`config.mk`:
```
export PLATFORM = sky130hd
export DESIGN_NAME = cmpl_subtractor
export DESIGN_NICKNAME = d
export VERILOG_FILES = /design/src/rtl/csub_pkg.sv /design/src/rtl/csub_complementer.sv /design/src/rtl/csub_adder.sv /design/src/rtl/csub_resolver.sv /design/src/rtl/cmpl_subtractor.sv
export SDC_FILE = /design/constraint.sdc
export NUM_CORES = 1
export LEC_CHECK = 0
export BUFFER_PORTS_ARGS = -buffer_cell sky130_fd_sc_hd__buf_4
export CAP_MARGIN = 5
export CORE_MARGIN = 2
export CORE_UTILIZATION = 41
export CTS_BUF_LIST = sky130_fd_sc_hd__clkbuf_4
export DETAILED_ROUTE_END_ITERATION = 12
export HOLD_SLACK_MARGIN = 0.15
export PLACE_DENSITY = 0.68
export SLEW_MARGIN = 10
export SYNTH_ARGS = -nofsm -noshare
export SYNTH_HDL_FRONTEND = slang
export SYNTH_SLANG_ARGS = --single-unit
```
`constraint.sdc`:
```
create_clock -name clk -period 0.85 [get_ports clk]
set_input_delay 0.0425 -clock clk [delete_from_list [all_inputs] [get_ports clk]]
set_output_delay 0.0425 -clock clk [all_outputs]
set_load 0.05 [all_outputs]
```
`src/rtl/csub_pkg.sv`:
```
package csub_pkg;

  typedef enum logic {
    CSUB_ONES = 1'b0,
    CSUB_TWOS = 1'b1
  } csub_mode_e;

  function automatic logic fa_sum(input logic a, input logic b, input logic c);
    return a ^ b ^ c;
  endfunction

  function automatic logic fa_carry(input logic a, input logic b, input logic c);
    return (a & b) | (a & c) | (b & c);
  endfunction

  // One shared +1 covers both cases: the end-around carry (ones', carry set)
  // and the recomplement of a negative sum (twos', carry clear).
  function automatic logic incr_enable(input logic carry, input csub_mode_e mode);
    return (mode == CSUB_TWOS) ? !carry : carry;
  endfunction

endpackage

```
`src/rtl/csub_complementer.sv`:
```
module csub_complementer #(
  parameter int DATA_W = 8,
  parameter int SUB_W  = 8
) (
  input  logic [SUB_W-1:0]  sub_in,
  output logic [DATA_W-1:0] sub_inv
);
  localparam int PAD_W = DATA_W - SUB_W;

  logic [DATA_W-1:0] sub_ext;

  if (PAD_W > 0) begin : g_pad
    assign sub_ext = {{PAD_W{1'b0}}, sub_in};
  end else begin : g_nopad
    assign sub_ext = sub_in;
  end

  assign sub_inv = ~sub_ext;
endmodule

```
`src/rtl/csub_adder.sv`:
```
module csub_adder
  import csub_pkg::*;
#(
  parameter int W = 8
) (
  input  logic [W-1:0] a,
  input  logic [W-1:0] b,
  input  logic         cin,
  output logic [W-1:0] sum,
  output logic         cout
);
  logic [W:0] chain;

  assign chain[0] = cin;

  for (genvar i = 0; i < W; i++) begin : g_bit
    assign sum[i]     = fa_sum(a[i], b[i], chain[i]);
    assign chain[i+1] = fa_carry(a[i], b[i], chain[i]);
  end

  assign cout = chain[W];
endmodule

```
`src/rtl/csub_resolver.sv`:
```
module csub_resolver
  import csub_pkg::*;
#(
  parameter int W = 8
) (
  input  logic [W-1:0] raw_sum,
  input  logic         raw_carry,
  input  csub_mode_e   mode,
  output logic [W-1:0] mag,
  output logic         neg,
  output logic         inc_en
);
  logic [W-1:0] inc_base;
  logic         is_zero;

  always_comb begin
    inc_en   = incr_enable(raw_carry, mode);
    // no carry means a negative result: flip the sum before the optional +1
    inc_base = raw_carry ? raw_sum : ~raw_sum;
    mag      = inc_base + W'(inc_en);
    is_zero  = (mag == '0);
    neg      = !raw_carry && !is_zero;
  end
endmodule

```
`src/rtl/cmpl_subtractor.sv`:
```
module cmpl_subtractor
  import csub_pkg::*;
#(
  parameter int DATA_W = 8,
  parameter int SUB_W  = DATA_W
) (
  input  logic              clk,
  input  logic              rst_n,
  input  logic              in_valid,
  input  logic              mode_twos,
  input  logic [DATA_W-1:0] minuend,
  input  logic [SUB_W-1:0]  subtrahend,
  output logic              out_valid,
  output logic              out_neg,
  output logic [DATA_W-1:0] out_mag
);
  csub_mode_e        mode_sel;
  logic [DATA_W-1:0] sub_inv;
  logic              add_cin;
  logic [DATA_W-1:0] add_sum;
  logic              add_carry;
  logic [DATA_W-1:0] res_mag;
  logic              res_neg;
  logic              end_fix;

  assign mode_sel = csub_mode_e'(mode_twos);
  // the two's-complement +1 rides on the adder's carry-in
  assign add_cin  = (mode_sel == CSUB_TWOS);

  csub_complementer #(.DATA_W(DATA_W), .SUB_W(SUB_W)) u_compl (
    .sub_in (subtrahend),
    .sub_inv(sub_inv)
  );

  csub_adder #(.W(DATA_W)) u_add (
    .a   (minuend),
    .b   (sub_inv),
    .cin (add_cin),
    .sum (add_sum),
    .cout(add_carry)
  );

  csub_resolver #(.W(DATA_W)) u_res (
    .raw_sum  (add_sum),
    .raw_carry(add_carry),
    .mode     (mode_sel),
    .mag      (res_mag),
    .neg      (res_neg),
    .inc_en   (end_fix)
  );

  always_ff @(posedge clk or negedge rst_n) begin
    if (!rst_n) begin
      out_valid <= 1'b0;
      out_neg   <= 1'b0;
      out_mag   <= '0;
    end else begin
      out_valid <= in_valid;
      if (in_valid) begin
        out_neg <= res_neg;
        out_mag <= res_mag;
      end
    end
  end
endmodule

```
Yosys cells after proc, flatten, opt, wreduce, memory -nomap -nowiden. Cells that the tools add are included. W data, S select, Z words.

Output and inout bits: 10. Bits in registers: 10. Input port bits: 20. Logic and storage cells: 68.

Bitwise operators: 58. Reduce and logical (&&, ||, !) cells: 4. $add $sub $neg: 1. Muxes and demuxes: 2.

Operator list (number): $and A1 B1 Y1 (24); $not A8 Y8 (2); $or A1 B1 Y1 (16); $xor A1 B1 Y1 (16); $add A8 B1 Y8 (1); $logic_not A8 Y1 (1); $mux W8 (1); $logic_not A1 Y1 (2); $logic_and A1 B1 Y1 (1); $mux W1 (1).

Longest topological paths before layout. Gate-level depths: netlist of the first run.

Depth in word-level cells: 31. Mapped depth: 20. Mapped depth without buffers: 19.

Modules after synthesis. A second synthesis of the first run with hierarchy kept.

Cells, all modules: 85. Area, all modules: 920.9 um^2.

Modules (own cells, without submodules): cmpl_subtractor (instances 1, area each 396.6 um^2, cells an instance 20, sequential area each 250.2 um^2); csub_resolver (instances 1, area each 296.5 um^2, cells an instance 39, sequential area each 0.0 um^2); csub_adder (instances 1, area each 197.7 um^2, cells an instance 18, sequential area each 0.0 um^2); csub_complementer (instances 1, area each 30.0 um^2, cells an instance 8, sequential area each 0.0 um^2).

Worst setup path before layout of the first run. Ideal clock, no wire load.

Kind: input -> register. Start: input port mode_twos. End: register out_neg. Arrival: 4260 ps. Stages: 20. Library setup time: 144 ps. Setup slack: -3554 ps. Required time: 706 ps. Buffers on the path: 1. Path through: inv_1 fa_1 inv_1 fa_1 fa_1 fa_1 fa_1 fa_1 inv_1 fa_1 fa_1 buf_2 or3_1 nand2_1 ha_1 xnor2_1 xnor2_1 or4b_4 a2111oi_4 a41oi_1.

Longest elaborated chain between the ends: 30. Elaborated cells on any way between the ends: 48. Those cells by class: add/sub: 1; mux: 2; bitwise: 41; reduce/logical: 4.

Ends and longest elaborated chain: from (decl) (line cmpl_subtractor.sv:10) `input logic mode_twos,`; $and A1 B1 Y1 (line csub_pkg.sv:13) `return (a & b) | (a & c) | (b & c);`; $or A1 B1 Y1 (2 in a row) (line csub_pkg.sv:13); $and A1 B1 Y1 (line csub_pkg.sv:13); $or A1 B1 Y1 (2 in a row) (line csub_pkg.sv:13); $and A1 B1 Y1 (line csub_pkg.sv:13); $or A1 B1 Y1 (2 in a row) (line csub_pkg.sv:13); $and A1 B1 Y1 (line csub_pkg.sv:13); $or A1 B1 Y1 (2 in a row) (line csub_pkg.sv:13); [9 not listed]; $and A1 B1 Y1 (line csub_pkg.sv:13); $or A1 B1 Y1 (2 in a row) (line csub_pkg.sv:13); $logic_not A1 Y1 (line csub_pkg.sv:19, csub_resolver.sv:22); $mux W1 (line csub_pkg.sv:19) `return (mode == CSUB_TWOS) ? !carry : carry;`; $add A8 B1 Y8 (line csub_resolver.sv:20) `mag = inc_base + W'(inc_en);`; $logic_not A8 Y1 (line csub_resolver.sv:21) `is_zero = (mag == '0);`; $logic_not A1 Y1 (line csub_resolver.sv:22) `neg = !raw_carry && !is_zero;`; $logic_and A1 B1 Y1 * (line csub_resolver.sv:22); to (signal assigned) (line cmpl_subtractor.sv:60) `out_neg <= res_neg;`; to (decl) (line cmpl_subtractor.sv:14) `output logic out_neg,`.

Every way passes the cells marked *; elsewhere a longest branch is shown, timed or not. A chain may end at the register's enable or synchronous reset.

Worst setup path after layout of the first run. Same ends and word-level chain as after synthesis.

==> reports/metrics.yaml, run 1 <==
setup_path:
  startpoint_type: "primary input"
  cp-end-kind: "flop"
  cp_max_fo: 4
  reg2reg_setup_slack_ns: 0.02
  cp_data_arrival_time_ns: 4.21
  rr_startpoint: "out_neg$_DFFE_PN0P_"
  crit_type: "in -> reg"
  reg2reg_depth: 2
  r2r_end: "out_neg$_DFFE_PN0P_"
  required_ns: 0.98
global_route:
  grt_pass1_wl_um: 4220
  overflow: 0
  grt_busiest_layer: "met2"
  use_met2_pct: 40.7
  grt_start_max_net_pins: 11
  grt_pass1_vias: 903
  grt_use_met1_pct: 28.4
  antenna_found_initial: 0
  grt_usage_pct: 22.8
  use_met3_pct: 4.55
route:
  first_iter_violations: 14
  drtPass1Iterations: 4
  finalWirelength_um: 2360
  post_drt_wl_per_cell_um: 13.9
  ant_nets: 0
  routed-via-count: 823
  vias_per_cell: 4.87
  post-route-drc-count: 0
pwr:
  swShare_pct: 43.8
  power_frac_clock_pct: 12.1
  power_leakage_uw: 0.000721
  seq_power_share_pct: 22.5
  power.density_mw_per_mm2: 2020
  combPwrFrac_pct: 65.4
  vdd_drop_max_uv: 1890
  power_uw: 3090
  switchingPower_uw: 1350
  intPower_uw: 1730
timing:
  setup_ws_ns: -3.22
  max_slew_margin_pct: 82.6
  fmax_mhz: 245
  fin_crit_ns: 4.07
  tightestPinTransition_ns: 0.253
  period_share_pct: 479
  setup_viol: 16
  finalClockSkew_ns: 0
  rsz0062_at_grt: "true"
  fin_hold_ws_ns: 0.157
  final_max_slew_viol_count: 0
  hold_violations: 0
place:
  hpwlAfterDp_um: 1720
  routabilityCongestion: 0.801
  placed_area_mm2: 0.00130
  port_buffers: 29
  place_ws_ns: -3.48
hold_path:
  hp-start: "minuend[0]"
  hold_depth: 3
  whs_endpoint: "out_mag[0]$_DFFE_PN0P_"
  min_path_type: "in -> reg"
cells_and_area:
  layout.nets: 173
  stdcell_area_mm2: 0.00153
  antenna_cells: 0
  drive_gt1_share_pct: 61.3
  area_growth_pct: 78.5
floorplanning:
  die_y_um: 49.7
  ios: 30
  die_x_um: 49.7
  die-area_mm2: 0.00247
  core_region_area_mm2: 0.00196
  initial_core_util_pct: 43.7
  rows: 16
clock_tree:
  cts_max_level: 1
  numCtsBuffers: 3
  cts.sinks: 10
  path_clk_slew_ns: 0.07
  max-clock-path-buffers: 2
  clk_latency_ns: 0.27
  cts_root_buf: "clkbuf_4"
  cts_tree: "yes"
yosys:
  synthArstFlopShare_pct: 100
  yosys_warnings: 0
  synth_area_per_cell_um2: 9.63
  syn_inst: 89
  synth_seq_cells: 10
  synthDistinctLibCells: 27
  synth_nets: 119
  syn_area_um2: 857
  synth_edf_count: 0
  synth_ff_type: "dfrtp_1"
  seq_area_frac_synth_pct: 29.2
outcome:
  outcome: "complete, but fails checks"
  failed_checks: "negative setup slack"
run:
  maxCapViolCount: 0
==> through the flow <==
step,setup TNS (ns),utilization [%],instances
6_report,-21.73,78.0,169
5_1_grt,-23.09,78.0,169
4_1_cts,-21.55,75.1,169
3_5_place_dp,-23.79,66.4,160
3_3_place_gp,-23.62,66.4,160
2_1_floorplan,-20.95,-,89
==> repair_timing <==
action,in CTS,in global routing
gates resized for setup,23,12
cloned,0,1
setup buffers,3,2
pin swaps,8,9
hold endpoints to repair,15,0
endpoints found under the setup margin,18,28
hold buffers,3,0
==> synth_stat cells, drive strengths merged (2+ instances only) <==
cell   number  share of area (%)
a21o        2                1.8
a21oi       4                2.3
a31oi       3                2.2
and3b       2                2.0
buf         2                1.2
dfrtp      10                 29
fa          8                 19
ha          2                2.9
inv        17                7.4
mux2        2                2.6
nand2       4                1.8
nand3       4                2.3
nor2        4                1.8
nor3        2                1.2
o21a        2                1.8
o21ai       6                3.5
xnor2       3                3.1
xor2        3                3.1
==> flip-flops by register name (all words and copies together), names as in the netlist <==
name,flops
out_mag,8
out_valid,1
out_neg,1
==> power by group through the flow <==
stage	sequential, uW	clock [uW]	combinational [uW]
3_3_place_gp	665	0	1660
6_report	693	375	2020
3_5_place_dp	674	0	1690
5_1_grt	707	422	2160
2_1_floorplan	1100	0	663
4_1_cts	689	387	1880
==> layout make-up <==
type                    instances  area (um2)
clock buffers                   4        30.0
fillers                       141         432
inverters                      17        81.3
multi-input cells              60         683
flip-flops and latches         10         251
well taps                      27        33.8
repair buffers                 51         450
==> critical path, stage by stage <==
cell	delay, ns
buf_12	0.11
inv_12	0.04
fa_2	0.18
inv_2	0.04
fa_2	0.33
fa_2	0.34
fa_2	0.34
fa_2	0.35
fa_2	0.34
inv_2	0.06
fa_2	0.19
fa_2	0.28
or3_1	0.14
nand2_2	0.06
ha_4	0.17
xnor2_4	0.13
xnor2_2	0.15
or4b_4	0.50
a2111oi_4	0.23
a41oi_2	0.15
==> placed cells by master, fill, tap and decap left out, types with 2 or more instances in the layout <==
master	n
buf_4	34
inv_1	13
buf_6	12
dfrtp_1	9
fa_2	8
o21ai_1	5
clkbuf_4	4
nand2_1	3
nor2_1	3
inv_2	2
xor2_2	2
nand3_2	2
xnor2_2	2
mux2_4	2
and3b_1	2
a21oi_2	2
nand3_1	2
a21o_1	2
a21oi_1	2
o21a_1	2
dlygate4sd3_1	2
==> metal layers <==
metal / wire length, um / up-vias
li1: - / 400
met1: 1040 / 399
met2: 1240 / 24
met3: 74 / 0
met4: 0 / 0
met5: 0 / -
==> worst max path at each step <==
stage          startpoint                  end  slack [ns]  depth (start not counted)
2_1_floorplan   mode_twos  out_neg$_DFFE_PN0P_       -3.26                         20
3_3_place_gp    mode_twos  out_neg$_DFFE_PN0P_       -3.50                         20
3_5_place_dp    mode_twos  out_neg$_DFFE_PN0P_       -3.48                         20
4_1_cts         mode_twos  out_neg$_DFFE_PN0P_       -3.15                         20
5_1_grt         mode_twos  out_neg$_DFFE_PN0P_       -3.36                         20
6_report        mode_twos  out_neg$_DFFE_PN0P_       -3.22                         20
==> cell families (layout without fill, tap and decap cells) <==
group	Yosys count	in the layout	synth area share, %
AO/OA/AOI/OAI	20	20	16.9
AND/OR/NAND/NOR	21	21	13.7
multiplexers	3	3	3.80
adder cells (fa/ha/maj)	10	10	21.6
flip-flops	10	10	29.2
buffers and inverters	19	72	8.61
XOR/XNOR	6	6	6.13
Power figures use the tool's default switching activity.
==> run 2: changes to the inputs <==
Settings changed: CORE_UTILIZATION 41 to 38, PLACE_DENSITY 0.68 to not set.
==> run 2 against run 1 <==
Against the previous run: the flow still finishes with violations (negative setup slack); power down 2.5%; die area up 7.2%; clock skew unchanged; critical path type unchanged; critical endpoint unchanged; highest routed layer unchanged.
==> reports/metrics.yaml, run 2 (synthesis gave the netlist of run 1 again) <==
timing:
  period_share_pct: 473  # -6.4 points
  fin_hold_ws_ns: 0.179  # +0.0221 ns
  final_max_slew_viol_count: 0  # unchanged
  setup_viol: 17  # +1
  max_slew_margin_pct: 80.3  # -2.3 points
  hold_violations: 0  # unchanged
  setup_ws_ns: -3.17  # +0.0548 ns
  tightestPinTransition_ns: 0.293  # +0.0399 ns
  fmax_mhz: 249  # +1.4%
  fin_crit_ns: 4.02  # -0.0548 ns
  finalClockSkew_ns: 0  # unchanged
  rsz0062_at_grt: "true"
setup_path:
  crit_chain: "buf_12, inv_12, fa_2, inv_2, fa_2, fa_2, fa_2, fa_2, fa_2, inv_2, fa_2, fa_2, or3_1, nand2_2, ha_4, xnor2_2, xnor2_1, or4b_4, a2111oi_4, a41oi_1"
  crit_type: "in -> reg"
  cp_data_arrival_time_ns: 4.15  # -0.06 ns
  crit_top_cell: "fa_2"
  cp-end-kind: "flop"
  reg2reg_setup_slack_ns: 0.07  # +0.05 ns
  cp-startpoint: "mode_twos"
  cpPeakStageDelay_ns: 0.50  # about the same
  r2r_end: "out_mag[1]$_DFFE_PN0P_"
  critPathSlowestCell: "or4b_4"
  crit_end: "out_neg$_DFFE_PN0P_"
  startpoint_type: "primary input"
  reg2reg_depth: 1  # -1
  rr_startpoint: "out_mag[1]$_DFFE_PN0P_"
  required_ns: 0.98  # about the same
  cp_max_fo: 5  # +1
floorplanning:
  core_region_area_mm2: 0.00217  # +11%
  rows: 17  # +1
  die_y_um: 51.5  # +3.6%
  die-area_mm2: 0.00265  # +7.2%
  die_x_um: 51.5  # +3.6%
  ios: 30  # unchanged
  initial_core_util_pct: 39.5  # -4.2 points
global_route:
  overflow: 0  # unchanged
  antenna_found_initial: 0  # unchanged
  grt_usage_pct: 17.8  # -4.9 points
  grt_pass1_vias: 820  # -9.2%
  grt_pass1_wl_um: 3470  # -18%
  grt_start_max_net_pins: 11  # unchanged
cells_and_area:
  layout.nets: 179  # +3.5%
  layout_commonest_cell: "buf_4"
  antenna_cells: 0  # unchanged
  area_growth_pct: 78.8
  fin_cells: 176  # +4.1%
  final_cell_mix: "buf_4 (39), inv_1 (13), buf_6 (12)"
  largest_reg_flops: 8  # unchanged
  largest_register: "out_mag"
  reg_top3: "out_mag x8, out_neg x1, out_valid x1"
  drive_gt1_share_pct: 57.4  # -3.8 points
route:
  finalWirelength_um: 2100  # -11%
  post-route-drc-count: 0  # unchanged
  vias_per_cell: 4.80  # -1.5%
  first_iter_violations: 12  # -2
  routed-via-count: 844  # +2.6%
  post_drt_wl_per_cell_um: 11.9  # -15%
  drtPass1Iterations: 4  # unchanged
  ant_nets: 0  # unchanged
place:
  place_ws_ns: -3.55  # -0.0631 ns
  hpwlAfterDp_um: 1710  # -0.41%
  post-place-cells: 162  # +1.3%
  routabilityCongestion: 0.726  # -9.3%
  port_buffers: 29  # unchanged
outcome:
  failed_checks: "negative setup slack"
  outcome: "complete, but fails checks"
clock_tree:
  cts_max_level: 1  # unchanged
  max-clock-path-buffers: 2  # unchanged
  cts_root_buf: "clkbuf_4"
  clk_latency_ns: 0.27  # about the same
  numCtsBuffers: 3  # unchanged
  cts.sinks: 10  # unchanged
  cts_tree: "yes"
  path_clk_slew_ns: 0.07  # about the same
pwr:
  power.density_mw_per_mm2: 1960  # -2.7%
  vdd_drop_max_uv: 2130  # +13%
  power_leakage_uw: 0.000737  # +2.2%
run:
  maxCapViolCount: 0  # unchanged
hold_path:
  min_path_type: "in -> reg"
[run 2: where the power goes]
| part | leakage (uW) | switching, uW | internal, uW |
|---|---|---|---|
| registers | 0.000118 | 88.7 | 600 |
| logic | 0.000604 | 1030 | 955 |
| clock network | 0.0000154 | 163 | 170 |
| total | 0.000737 | 1280 | 1720 |
[run 2: final cells by class]
class | count | area (um2)
Clock buffer | 3 | 22.5
Clock inverter | 1 | 3.75
Fill cell | 186 | 637
Inverter | 17 | 81.3
Multi-Input combinational cell | 60 | 636
Sequential cell | 10 | 251
Tap cell | 28 | 35.0
Timing Repair Buffer | 57 | 503
[run 2: worst max-delay path: cells and delay by family]
| kind | cells | cell delay, ns |
|---|---|---|
| xor gates and xnor gates | 2 | 0.27 |
| AOI/OAI and AO/OA | 2 | 0.37 |
| buffers and inverters | 4 | 0.24 |
| and+or+nand+nor | 3 | 0.70 |
| adders and majority gates | 9 | 2.53 |
[run 2: repair_timing]
action	in CTS	in global routing
endpoints found under the setup margin	18	18
gates resized for setup	20	10
buffers inserted	2	7
hold endpoints to repair	13	1
hold buffers	3	1
pin swaps	6	3
[run 2: worst min path at each step]
| stage | startpoint | end | slack [ns] | depth (start not counted) |
|---|---|---|---|---|
| after global placement | rst_n | out_valid$_DFF_PN0_ | -0.13 | 1 |
| after global routing | in_valid | out_mag[4]$_DFFE_PN0P_ | 0.20 | 4 |
| final | in_valid | out_mag[4]$_DFFE_PN0P_ | 0.18 | 4 |
| after floorplan | rst_n | out_mag[0]$_DFFE_PN0P_ | -0.25 | 0 |
| after CTS | in_valid | out_mag[4]$_DFFE_PN0P_ | 0.15 | 3 |
| after detailed placement | rst_n | out_valid$_DFF_PN0_ | -0.12 | 1 |
[run 2: metrics by stage]
| step | utilization, % | power (uW) | area (um2) | TNS [ns] |
|---|---|---|---|---|
| 2_1_floorplan | - | 1770 | 940 | -20.95 |
| 3_3_place_gp | 60.4 | 2350 | 1310 | -23.49 |
| 3_5_place_dp | 60.4 | 2370 | 1310 | -23.88 |
| 4_1_cts | 67.4 | 2940 | 1460 | -21.50 |
| 5_1_grt | 70.6 | 3210 | 1530 | -22.82 |
| 6_report | 70.6 | 3010 | 1530 | -21.58 |
[run 2: layer usage]
| metal | global-route usage [%] | wire length, um | part of all wire (%) | vias up |
|---|---|---|---|---|
| met1 | 23.5 | 917 | 44 | 409 |
| met2 | 29.1 | 1100 | 52 | 21 |
| met3 | 5.17 | 81 | 3.9 | 0 |
| li1 | - | - | - | 414 |
| met4 | 3.95 | 0 | 0 | 0 |
| met5 | 0 | 0 | 0 | - |
==> run 3: changes to the inputs <==
Settings changed: SETUP_SLACK_MARGIN set to 0.15.
==> run 3 against run 2 <==
Against the previous run: the run still ends with negative setup slack left; global-route usage rose by 0.22 points; routed wire length up 1.2%; sequential share of layout area shrank 0.15 points; via count down 2.1%; critical path type unchanged; largest power group unchanged; highest routed layer is now met4.
==> reports/metrics.yaml, run 3 (synthesis gave the netlist of run 1 again) <==
cells_and_area:
  largest_reg_flops: 8  # unchanged
  drive_gt1_share_pct: 60.3  # +2.8 points
  reg_top3: "out_mag x8, out_neg x1, out_valid x1"
  largest_register: "out_mag"
  fin_cells: 174  # -1.1%
  stdcell_area_mm2: 0.00155  # +0.90%
  layout_commonest_cell: "buf_4"
  final_cell_mix: "buf_4 (36), buf_6 (16), inv_1 (13)"
  layout.nets: 177  # -1.1%
  area_growth_pct: 80.4
  antenna_cells: 0  # unchanged
clock_tree:
  cts_root_buf: "clkbuf_4"
  cts.sinks: 10  # unchanged
  cts_max_level: 1  # unchanged
  numCtsBuffers: 3  # unchanged
  path_clk_slew_ns: 0.07  # about the same
  max-clock-path-buffers: 2  # unchanged
  cts_tree: "yes"
  ctsHoldBuffers: 1  # -2
  clk_latency_ns: 0.26  # about the same
outcome:
  outcome: "complete, but fails checks"
  failed_checks: "negative setup slack"
setup_path:
  cp_data_arrival_time_ns: 4.16  # about the same
  cp_max_fo: 4  # -1
  cp-end-kind: "flop"
  startpoint_type: "primary input"
  required_ns: 0.99  # about the same
  crit_type: "in -> reg"
place:
  port_buffers: 29  # unchanged
  place_ws_ns: -3.52  # +0.0240 ns
  hpwlAfterDp_um: 1610  # -5.8%
  placed_area_mm2: 0.00131  # unchanged
  routabilityCongestion: 0.757  # +4.3%
  post-place-cells: 162  # unchanged
route:
  drtPass1Iterations: 4  # unchanged
  ant_nets: 0  # unchanged
  vias_per_cell: 4.75  # -1.0%
  post-route-drc-count: 0  # unchanged
  finalWirelength_um: 2120  # +1.2%
  post_drt_wl_per_cell_um: 12.2  # +2.4%
  routed-via-count: 826  # -2.1%
  first_iter_violations: 9  # -3
floorplanning:
  die_x_um: 51.5  # unchanged
  die-area_mm2: 0.00265  # unchanged
  rows: 17  # unchanged
  ios: 30  # unchanged
  die_y_um: 51.5  # unchanged
  core_region_area_mm2: 0.00217  # unchanged
  initial_core_util_pct: 39.5  # unchanged
global_route:
  grt_busiest_layer: "met2"
  grt_start_max_net_pins: 11  # unchanged
  overflow: 0  # unchanged
  grt_usage_pct: 18.0  # +0.22 points
  grt_pass1_vias: 842  # +2.7%
  antenna_found_initial: 0  # unchanged
  use_met2_pct: 32.1  # +3.0 points
  use_met3_pct: 4.31  # -0.86 points
  grt_use_met1_pct: 22.7  # -0.83 points
  grt_pass1_wl_um: 3550  # +2.4%
timing:
  tightestPinTransition_ns: 0.276  # -0.0172 ns
  setup_viol: 17  # unchanged
  fin_hold_ws_ns: 0.0960  # -0.0826 ns
  finalClockSkew_ns: 0  # unchanged
  setup_ws_ns: -3.18  # -0.00577 ns
  rsz0062_at_grt: "true"
  fin_crit_ns: 4.03  # +0.00577 ns
  tns_ns: -21.74  # -0.161 ns
  hold_violations: 0  # unchanged
  final_max_slew_viol_count: 0  # unchanged
  max_slew_margin_pct: 81.6  # +1.3 points
  fmax_mhz: 248  # -0.14%
  period_share_pct: 474  # +0.68 points
pwr:
  power_frac_clock_pct: 11.3  # +0.2 points
  seq_power_share_pct: 22.5  # -0.4 points
  combPwrFrac_pct: 66.2  # +0.2 points
  intPower_uw: 1750  # +1.7%
  vdd_drop_max_uv: 1830  # -14%
  power_leakage_uw: 0.000746  # +1.1%
  power.density_mw_per_mm2: 1990  # +1.6%
  swShare_pct: 43.1  # +0.46 points
  switchingPower_uw: 1330  # +3.6%
hold_path:
  min_path_type: "in -> reg"
run:
  maxCapViolCount: 0  # unchanged
==> run 3: what timing repair did <==
action	CTS	global route
pin swaps	7	9
gates cloned	0	0
setup endpoints to repair	18	18
gates resized for setup	25	10
hold endpoints to repair	14	8
buffers inserted	4	3
==> run 3: per-stage QoR <==
stage / util [%] / total power, uW
after floorplan: - / 1770
after global placement: 60.4 / 2340
after detailed placement: 60.4 / 2370
after CTS: 68.1 / 2950
after global routing: 71.3 / 3270
final: 71.3 / 3080
==> run 3: per-layer routing <==
metal	vias to the layer above	wire length [um]
met4	0	4
li1	409	-
met2	16	1160
met3	2	65
met1	399	893
met5	-	0
==> run 3: power by group through the flow <==
stage / logic, uW / clock network [uW] / registers [uW]
floorplan: 663 / 0 / 1100
global placement: 1680 / 0 / 666
detailed placement: 1690 / 0 / 680
CTS: 1910 / 351 / 692
global route: 2180 / 378 / 711
finish: 2040 / 350 / 693
==> run 3: final cells by class <==
class / instances / area, um2
clock buffers: 3 / 22.5
clock inverters: 1 / 3.75
fillers: 161 / 623
inverters: 17 / 81.3
multi-input cells: 60 / 657
flip-flops and latches: 10 / 251
well taps: 28 / 35.0
repair buffers: 55 / 495
==> run 3: path summary, 6_finish.rpt <==
| check | from | to | slack, ns | cells after the start |
|---|---|---|---|---|
| worst max-delay path | mode_twos | out_neg$_DFFE_PN0P_ | -3.18 | 20 |
| worst min-delay path | in_valid | out_valid$_DFF_PN0_ | 0.1 | 2 |
| worst max register to register | out_mag[2]$_DFFE_PN0P_ | out_mag[2]$_DFFE_PN0P_ | 0.05 | 1 |
| worst min register to register | out_mag[0]$_DFFE_PN0P_ | out_mag[0]$_DFFE_PN0P_ | 0.51 | 2 |
| min in group asynchronous | rst_n | out_mag[2]$_DFFE_PN0P_ | 0.13 | 2 |
| max in group asynchronous | rst_n | out_mag[0]$_DFFE_PN0P_ | 0.55 | 2 |
==> run 3: worst max-delay path, stage by stage <==
cell and delay [ns]:
buf_12 0.11, inv_12 0.04, fa_2 0.18, inv_2 0.04, fa_2 0.33, fa_2 0.34
fa_2 0.34, fa_2 0.34, fa_2 0.34, inv_2 0.06, fa_2 0.19, fa_2 0.27
or3_4 0.16, nand2_4 0.05, ha_4 0.17, xnor2_2 0.13, xnor2_1 0.14, or4b_4 0.50
a2111oi_4 0.23, a41oi_1 0.15
